--- config.mk ---
export PLATFORM = sky130hd
export DESIGN_NAME = cluster_member_store
export DESIGN_NICKNAME = d
export VERILOG_FILES = /design/src/rtl/cms_pkg.sv /design/src/rtl/cms_decode.sv /design/src/rtl/cms_cluster_lane.sv /design/src/rtl/cms_read_mux.sv /design/src/rtl/cluster_member_store.sv
export SDC_FILE = /design/constraint.sdc
export NUM_CORES = 1
export LEC_CHECK = 0
export CAP_MARGIN = 40
export CORE_MARGIN = 1
export CORE_UTILIZATION = 58
export CTS_CLUSTER_SIZE = 20
export DETAILED_ROUTE_END_ITERATION = 6
export PLACE_DENSITY = 0.79
export SYNTH_ARGS = -nofsm -noshare
export SYNTH_HDL_FRONTEND = slang
export SYNTH_HIERARCHICAL = 1
export SYNTH_SLANG_ARGS = --single-unit
--- constraint.sdc ---
create_clock -name clk -period 3.7 [get_ports clk]
set_input_delay 0.925 -clock clk [delete_from_list [all_inputs] [get_ports clk]]
set_output_delay 0.925 -clock clk [all_outputs]
set_load 0.05 [all_outputs]
--- src/rtl/cms_pkg.sv ---
package cms_pkg;

    // Per-lane action chosen by the decoder each cycle
    typedef enum logic [1:0] {
        OP_HOLD   = 2'd0,
        OP_CLEAR  = 2'd1,
        OP_APPEND = 2'd2
    } cms_op_e;

    localparam int DEF_CLUSTERS = 3;
    localparam int DEF_SAMPLES  = 8;

    // Bits needed to index n items (at least one)
    function automatic int idx_bits(input int n);
        return (n < 2) ? 1 : $clog2(n);
    endfunction

    // Bits needed to hold the value n itself
    function automatic int cnt_bits(input int n);
        return $clog2(n + 1);
    endfunction

endpackage

--- src/rtl/cms_decode.sv ---
module cms_decode
    import cms_pkg::*;
#(
    parameter int NUM_CLUSTERS = DEF_CLUSTERS,
    parameter int IDX_W        = idx_bits(DEF_CLUSTERS)
) (
    input  logic                          clk,
    input  logic                          rst,
    input  logic                          clr,
    input  logic                          win_valid,
    input  logic [IDX_W-1:0]              win_idx,
    input  logic [NUM_CLUSTERS-1:0]       lane_full,
    output cms_op_e [NUM_CLUSTERS-1:0]    lane_op,
    output logic [NUM_CLUSTERS-1:0]       lane_en
);

    for (genvar k = 0; k < NUM_CLUSTERS; k++) begin : g_dec
        always_comb begin
            if (clr) begin
                lane_op[k] = OP_CLEAR;
            end else if (win_valid && (win_idx == IDX_W'(k)) && !lane_full[k]) begin
                lane_op[k] = OP_APPEND;
            end else begin
                lane_op[k] = OP_HOLD;
            end
            lane_en[k] = (lane_op[k] == OP_APPEND);
        end
    end

    // never more than one cluster is enabled
    p_onehot_en_r2: assert property (@(posedge clk) disable iff (rst)
        $onehot0(lane_en));

    // no strobe, no enable
    p_idle_quiet_r5: assert property (@(posedge clk) disable iff (rst)
        !win_valid |-> (lane_en == '0));

    // out-of-range index raises nothing
    p_range_quiet_r6: assert property (@(posedge clk) disable iff (rst)
        (win_valid && (int'(win_idx) >= NUM_CLUSTERS)) |-> (lane_en == '0));

    // clear wins over a simultaneous strobe
    p_clear_quiet_r8: assert property (@(posedge clk) disable iff (rst)
        clr |-> (lane_en == '0));

endmodule

--- src/rtl/cms_cluster_lane.sv ---
module cms_cluster_lane
    import cms_pkg::*;
#(
    parameter int NUM_SAMPLES = DEF_SAMPLES,
    parameter int CNT_W       = cnt_bits(DEF_SAMPLES),
    parameter int SLOT_W      = idx_bits(DEF_SAMPLES),
    parameter int ADDR_W      = idx_bits(DEF_SAMPLES)
) (
    input  logic              clk,
    input  logic              rst,
    input  cms_op_e           op,
    input  logic [ADDR_W-1:0] wr_addr,
    input  logic [SLOT_W-1:0] rd_slot,
    output logic [CNT_W-1:0]  count,
    output logic              full,
    output logic [ADDR_W-1:0] rd_data
);

    logic [ADDR_W-1:0] slots [NUM_SAMPLES];
    logic [SLOT_W-1:0] wr_ptr;
    logic              armed;

    assign full    = (count == CNT_W'(NUM_SAMPLES));
    assign wr_ptr  = count[SLOT_W-1:0];
    assign rd_data = slots[rd_slot];

    always_ff @(posedge clk) begin
        if (rst) begin
            count <= '0;
            armed <= 1'b0;
        end else begin
            armed <= 1'b1;
            unique case (op)
                OP_CLEAR:  count <= '0;
                OP_APPEND: count <= count + CNT_W'(1);
                default:   count <= count;
            endcase
        end
    end

    // List storage: pointer is the pre-increment count
    always_ff @(posedge clk) begin
        if (!rst && (op == OP_APPEND)) begin
            slots[wr_ptr] <= wr_addr;
        end
    end

    // size never exceeds the sample count
    p_no_overflow_r7: assert property (@(posedge clk) disable iff (rst)
        count <= CNT_W'(NUM_SAMPLES));

    // a full lane is never asked to append
    p_full_blocks_r7: assert property (@(posedge clk) disable iff (rst)
        full |-> (op != OP_APPEND));

    // append steps the size by one
    p_step_one_r3: assert property (@(posedge clk) disable iff (rst)
        (armed && $past(op) == OP_APPEND) |-> (count == $past(count) + CNT_W'(1)));

    // hold keeps the size
    p_hold_stable_r5: assert property (@(posedge clk) disable iff (rst)
        (armed && $past(op) == OP_HOLD) |-> $stable(count));

    // clear empties the lane
    p_clear_zero_r8: assert property (@(posedge clk) disable iff (rst)
        (armed && $past(op) == OP_CLEAR) |-> (count == '0));

    // the appended address lands at the old size
    p_slot_write_r4: assert property (@(posedge clk) disable iff (rst)
        (armed && $past(op) == OP_APPEND) |-> (slots[$past(wr_ptr)] == $past(wr_addr)));

endmodule

--- src/rtl/cms_read_mux.sv ---
module cms_read_mux
    import cms_pkg::*;
#(
    parameter int NUM_CLUSTERS = DEF_CLUSTERS,
    parameter int IDX_W        = idx_bits(DEF_CLUSTERS),
    parameter int CNT_W        = cnt_bits(DEF_SAMPLES),
    parameter int SLOT_W       = idx_bits(DEF_SAMPLES),
    parameter int ADDR_W       = idx_bits(DEF_SAMPLES)
) (
    input  logic [IDX_W-1:0]                     rd_cluster,
    input  logic [SLOT_W-1:0]                    rd_slot,
    input  logic [NUM_CLUSTERS-1:0][CNT_W-1:0]   lane_count,
    input  logic [NUM_CLUSTERS-1:0][ADDR_W-1:0]  lane_data,
    output logic                                 rd_hit,
    output logic [ADDR_W-1:0]                    rd_addr
);

    always_comb begin
        rd_hit  = 1'b0;
        rd_addr = '0;
        for (int k = 0; k < NUM_CLUSTERS; k++) begin
            if ((rd_cluster == IDX_W'(k)) && (CNT_W'(rd_slot) < lane_count[k])) begin
                rd_hit  = 1'b1;
                rd_addr = lane_data[k];
            end
        end
    end

    // a hit only ever names an existing cluster
    always_comb begin
        if (rd_hit) begin
            a_hit_in_range_r9: assert (int'(rd_cluster) < NUM_CLUSTERS);
        end
    end

endmodule

--- src/rtl/cluster_member_store.sv ---
module cluster_member_store
    import cms_pkg::*;
#(
    parameter int NUM_CLUSTERS = DEF_CLUSTERS,
    parameter int NUM_SAMPLES  = DEF_SAMPLES,
    localparam int IDX_W  = idx_bits(NUM_CLUSTERS),
    localparam int CNT_W  = cnt_bits(NUM_SAMPLES),
    localparam int SLOT_W = idx_bits(NUM_SAMPLES),
    localparam int ADDR_W = idx_bits(NUM_SAMPLES)
) (
    input  logic                          clk,
    input  logic                          rst,
    input  logic                          clr,
    input  logic                          win_valid,
    input  logic [IDX_W-1:0]              win_idx,
    input  logic [ADDR_W-1:0]             samp_addr,
    output logic [NUM_CLUSTERS-1:0]       upd_en,
    output logic [NUM_CLUSTERS*CNT_W-1:0] size_bus,
    input  logic [IDX_W-1:0]              rd_cluster,
    input  logic [SLOT_W-1:0]             rd_slot,
    output logic                          rd_hit,
    output logic [ADDR_W-1:0]             rd_addr
);

    cms_op_e [NUM_CLUSTERS-1:0]           lane_op;
    logic    [NUM_CLUSTERS-1:0]           lane_full;
    logic    [NUM_CLUSTERS-1:0][CNT_W-1:0]  lane_count;
    logic    [NUM_CLUSTERS-1:0][ADDR_W-1:0] lane_data;

    cms_decode #(
        .NUM_CLUSTERS(NUM_CLUSTERS),
        .IDX_W       (IDX_W)
    ) u_decode (
        .clk      (clk),
        .rst      (rst),
        .clr      (clr),
        .win_valid(win_valid),
        .win_idx  (win_idx),
        .lane_full(lane_full),
        .lane_op  (lane_op),
        .lane_en  (upd_en)
    );

    for (genvar k = 0; k < NUM_CLUSTERS; k++) begin : g_lane
        cms_cluster_lane #(
            .NUM_SAMPLES(NUM_SAMPLES),
            .CNT_W      (CNT_W),
            .SLOT_W     (SLOT_W),
            .ADDR_W     (ADDR_W)
        ) u_lane (
            .clk    (clk),
            .rst    (rst),
            .op     (lane_op[k]),
            .wr_addr(samp_addr),
            .rd_slot(rd_slot),
            .count  (lane_count[k]),
            .full   (lane_full[k]),
            .rd_data(lane_data[k])
        );
        assign size_bus[k*CNT_W +: CNT_W] = lane_count[k];
    end

    cms_read_mux #(
        .NUM_CLUSTERS(NUM_CLUSTERS),
        .IDX_W       (IDX_W),
        .CNT_W       (CNT_W),
        .SLOT_W      (SLOT_W),
        .ADDR_W      (ADDR_W)
    ) u_read (
        .rd_cluster(rd_cluster),
        .rd_slot   (rd_slot),
        .lane_count(lane_count),
        .lane_data (lane_data),
        .rd_hit    (rd_hit),
        .rd_addr   (rd_addr)
    );

    // total size grows by at most one per clock
    p_single_growth_r3: assert property (@(posedge clk) disable iff (rst)
        ($countones(upd_en) <= 1));

endmodule

==> impl_metrics.tcl <==
set metrics [dict create \
    yosysSeqAreaShare_pct 59.7 \
    synth_nets 303 \
    yosysTopAreaCellShare_pct 53.7 \
    skew_ns 0.00601 \
    hp-class "reg -> reg" \
    drtIter0Drc 237 \
    first_global_vias 2454 \
    place_area_um2 4490 \
    clkTransAtPathRegs_ns 0.08 \
    synth_cell_types 38 \
    clock-root-buffer "clkbuf_8" \
    io_buffers 32 \
    status "finished clean" \
    clock.fmax_mhz 271 \
    die_h_um 85.3 \
    htreeDepth 3 \
    ir_drop_v 0.000223 \
    multi_input_area_um2 1480 \
    worst_slack_ns 0.00966 \
    syn2layout_area_growth_pct 19.2 \
    antenna_left 0 \
    first_pass_iters 5 \
    pre_cts_ws_ns -0.296 \
    cts_max_path_buffers 2 \
    crit_path_max_fanout 9 \
    r2r_slack_ns 0.82 \
    post-route-drc-count 0 \
    yosysTopAreaCell "edfxtp_1" \
    cts_num_sinks 84 \
    worstPathRequired_ns 2.77 \
    end_kind "output port" \
    gp_congestion 0.767 \
    startpoint_type "input port" \
    cts_tree "built" \
    tightest_slew_ns 0.787 \
    die_w_um 85.3 \
    antenna_found_initial 0 \
    postCtsSetupRepairBufs 0 \
    initial_core_util_pct 59.6 \
    final_cell_mix "edfxtp_1, nor2_1, clkdlybuf4s50_1, nand2_1, inv_1" \
    startpoint "rd_slot[0]" \
    synth_cells 274 \
    dp_cells 384 \
    drive_gt1_share_pct 20.5 \
    routed_via_density 6.09 \
    coreArea_um2 6760 \
    routed_wl_mm 7.94 \
    ys_ff_latch 84 \
    timing.rr.end "g_lane[1].u_lane/slots[0][1]" \
    hpwl_mm 5.30 \
    vias 2448 \
    powerDensity_nw_per_um2 390 \
    grt_max_degree 25 \
    path_class "in -> out" \
    dieArea_um2 7280 \
    hold_depth 2 \
    num_antenna_cells 0 \
    yosys-top-cells-area "edfxtp_1, mux4_1, dfxtp_1" \
    min_period_ns 3.69 \
    finalNonFillerCells 402 \
    rows 30 \
    seq_area_um2 2400 \
    wl_per_cell_um 19.7 \
    p_leak_nw 1.63 \
    cts_buffers 9 \
    fin_crit_sh_pct 99.7 \
    ff2ff_path_depth 7 \
    final_common_cell "edfxtp_1" \
    relSlewSlack_pct 47.4 \
    ys_warn_count 6 \
    syn_area_um2 4030 \
    crit_arrival_ns 2.77 \
    drv_cap 0 \
    hold_viol 0 \
    grt_pass1_wl_mm 12.4 \
    fin_hold_ws_ns 0.540 \
    cts_hold_buffers 0 \
    regToRegStartpoint "g_lane[1].u_lane/count[0]" \
    power_w 0.00187 \
    nNetsFinal 346 \
    track_usage_pct 23.9 \
    clk_latency_ns 0.35 \
    grt-ovfl-total 0 \
    endpoint "rd_addr[2]" \
    fillerInstances 445 \
    stdcell_area_um2 4800 \
    syn_avg_cell_area_um2 14.7 \
    ioPinCount 33 \
    final_max_slew_viol_count 0 \
    rsz0062_at_grt "yes" \
    setup_violations 0 \
]
## kinds of logic after synthesis
kind of cell	after synthesis	share of synthesized area, %
mux	27	13.7
compound gates	27	5.03
flops	84	59.7
fa+ha+maj	15	4.66
buf+inv	31	4.38
simple gates	90	12.6
## critical path, cell delays in order
cell	delay, ns
clkdlybuf4s50_1	0.60
buf_4	0.25
mux2_2	0.36
a21boi_2	0.17
a221o_2	0.30
buf_6	0.16
## layer usage
layer / track usage (%) / share of wire [%]
met1: 32.5 / 44
met2: 37.1 / 49
met3: 5.35 / 5.6
met4: 11.1 / 1.9
met5: 0 / 0
## synth_stat cells
master and number:
a21o_1 1, or4b_1 1, a21oi_1 7, nand2_1 20, nor2_1 26, nand2b_1 2
mux4_1 12, nand2b_4 1, a211oi_1 1, mux2_2 9, buf_6 4, edfxtp_1 72
a31oi_1 3, mux4_2 6, o21ai_0 5, nand3_1 6, nor2b_1 7, and3b_1 3
or3_1 1, nand4bb_1 1, a2111oi_4 1, inv_1 17, nand3b_1 6, nor4_1 2
and2b_2 1, buf_2 3, nor3_1 6, buf_4 7, a22oi_1 2, nor4b_2 1
or3b_1 4, o311a_1 1, a21boi_0 3, a221o_2 3, nor4b_4 1, ha_1 15
or3b_2 1, dfxtp_1 12
## worst min path at each step
stage / slack (ns) / end / startpoint
after floorplan: 0.70 / g_lane[0].u_lane/count[3] / g_lane[0].u_lane/count[3]
after global placement: 0.53 / g_lane[0].u_lane/count[3] / g_lane[0].u_lane/count[3]
after detailed placement: 0.53 / g_lane[1].u_lane/count[3] / g_lane[1].u_lane/count[3]
after CTS: 0.54 / g_lane[1].u_lane/count[3] / g_lane[1].u_lane/count[3]
after global routing: 0.57 / g_lane[0].u_lane/count[3] / g_lane[0].u_lane/count[3]
final: 0.54 / g_lane[1].u_lane/count[3] / g_lane[1].u_lane/count[3]
## through the flow
step / TNS, ns / util (%)
floorplan: 0 / -
global placement: -0.956 / 66.5
detailed placement: -1.02 / 66.5
CTS: 0 / 70.9
global route: -0.00724 / 71.0
finish: 0 / 71.0
## final cells by class
cell class	count	area share (%)
clock buffers	10	2.66
clock inverters	6	1.85
inverters	17	1.33
multi-input cells	159	30.9
flip-flops and latches	84	50.1
well taps	80	2.09
repair buffers	46	11.1
## state kept, by name, indices dropped and copies added, names as in the netlist
| signal | cells |
|---|---|
| g_lane.u_lane/slots | 72 |
| g_lane.u_lane/count | 12 |
## repair_timing
action	4_1_cts	5_1_grt
cloned	2	0
hold endpoints to repair	0	0
setup endpoints to repair	4	4
resized for setup	15	3
pin swaps	3	1
## report_power, final
part / switching [W] / leakage [nW] / internal (W)
Clock: 0.000306 / 0.102 / 0.000380
Combinational: 0.0000787 / 0.787 / 0.0000807
Sequential: 0.00000132 / 0.744 / 0.00103
No activity file was read; power rests on OpenSTA's default activity.
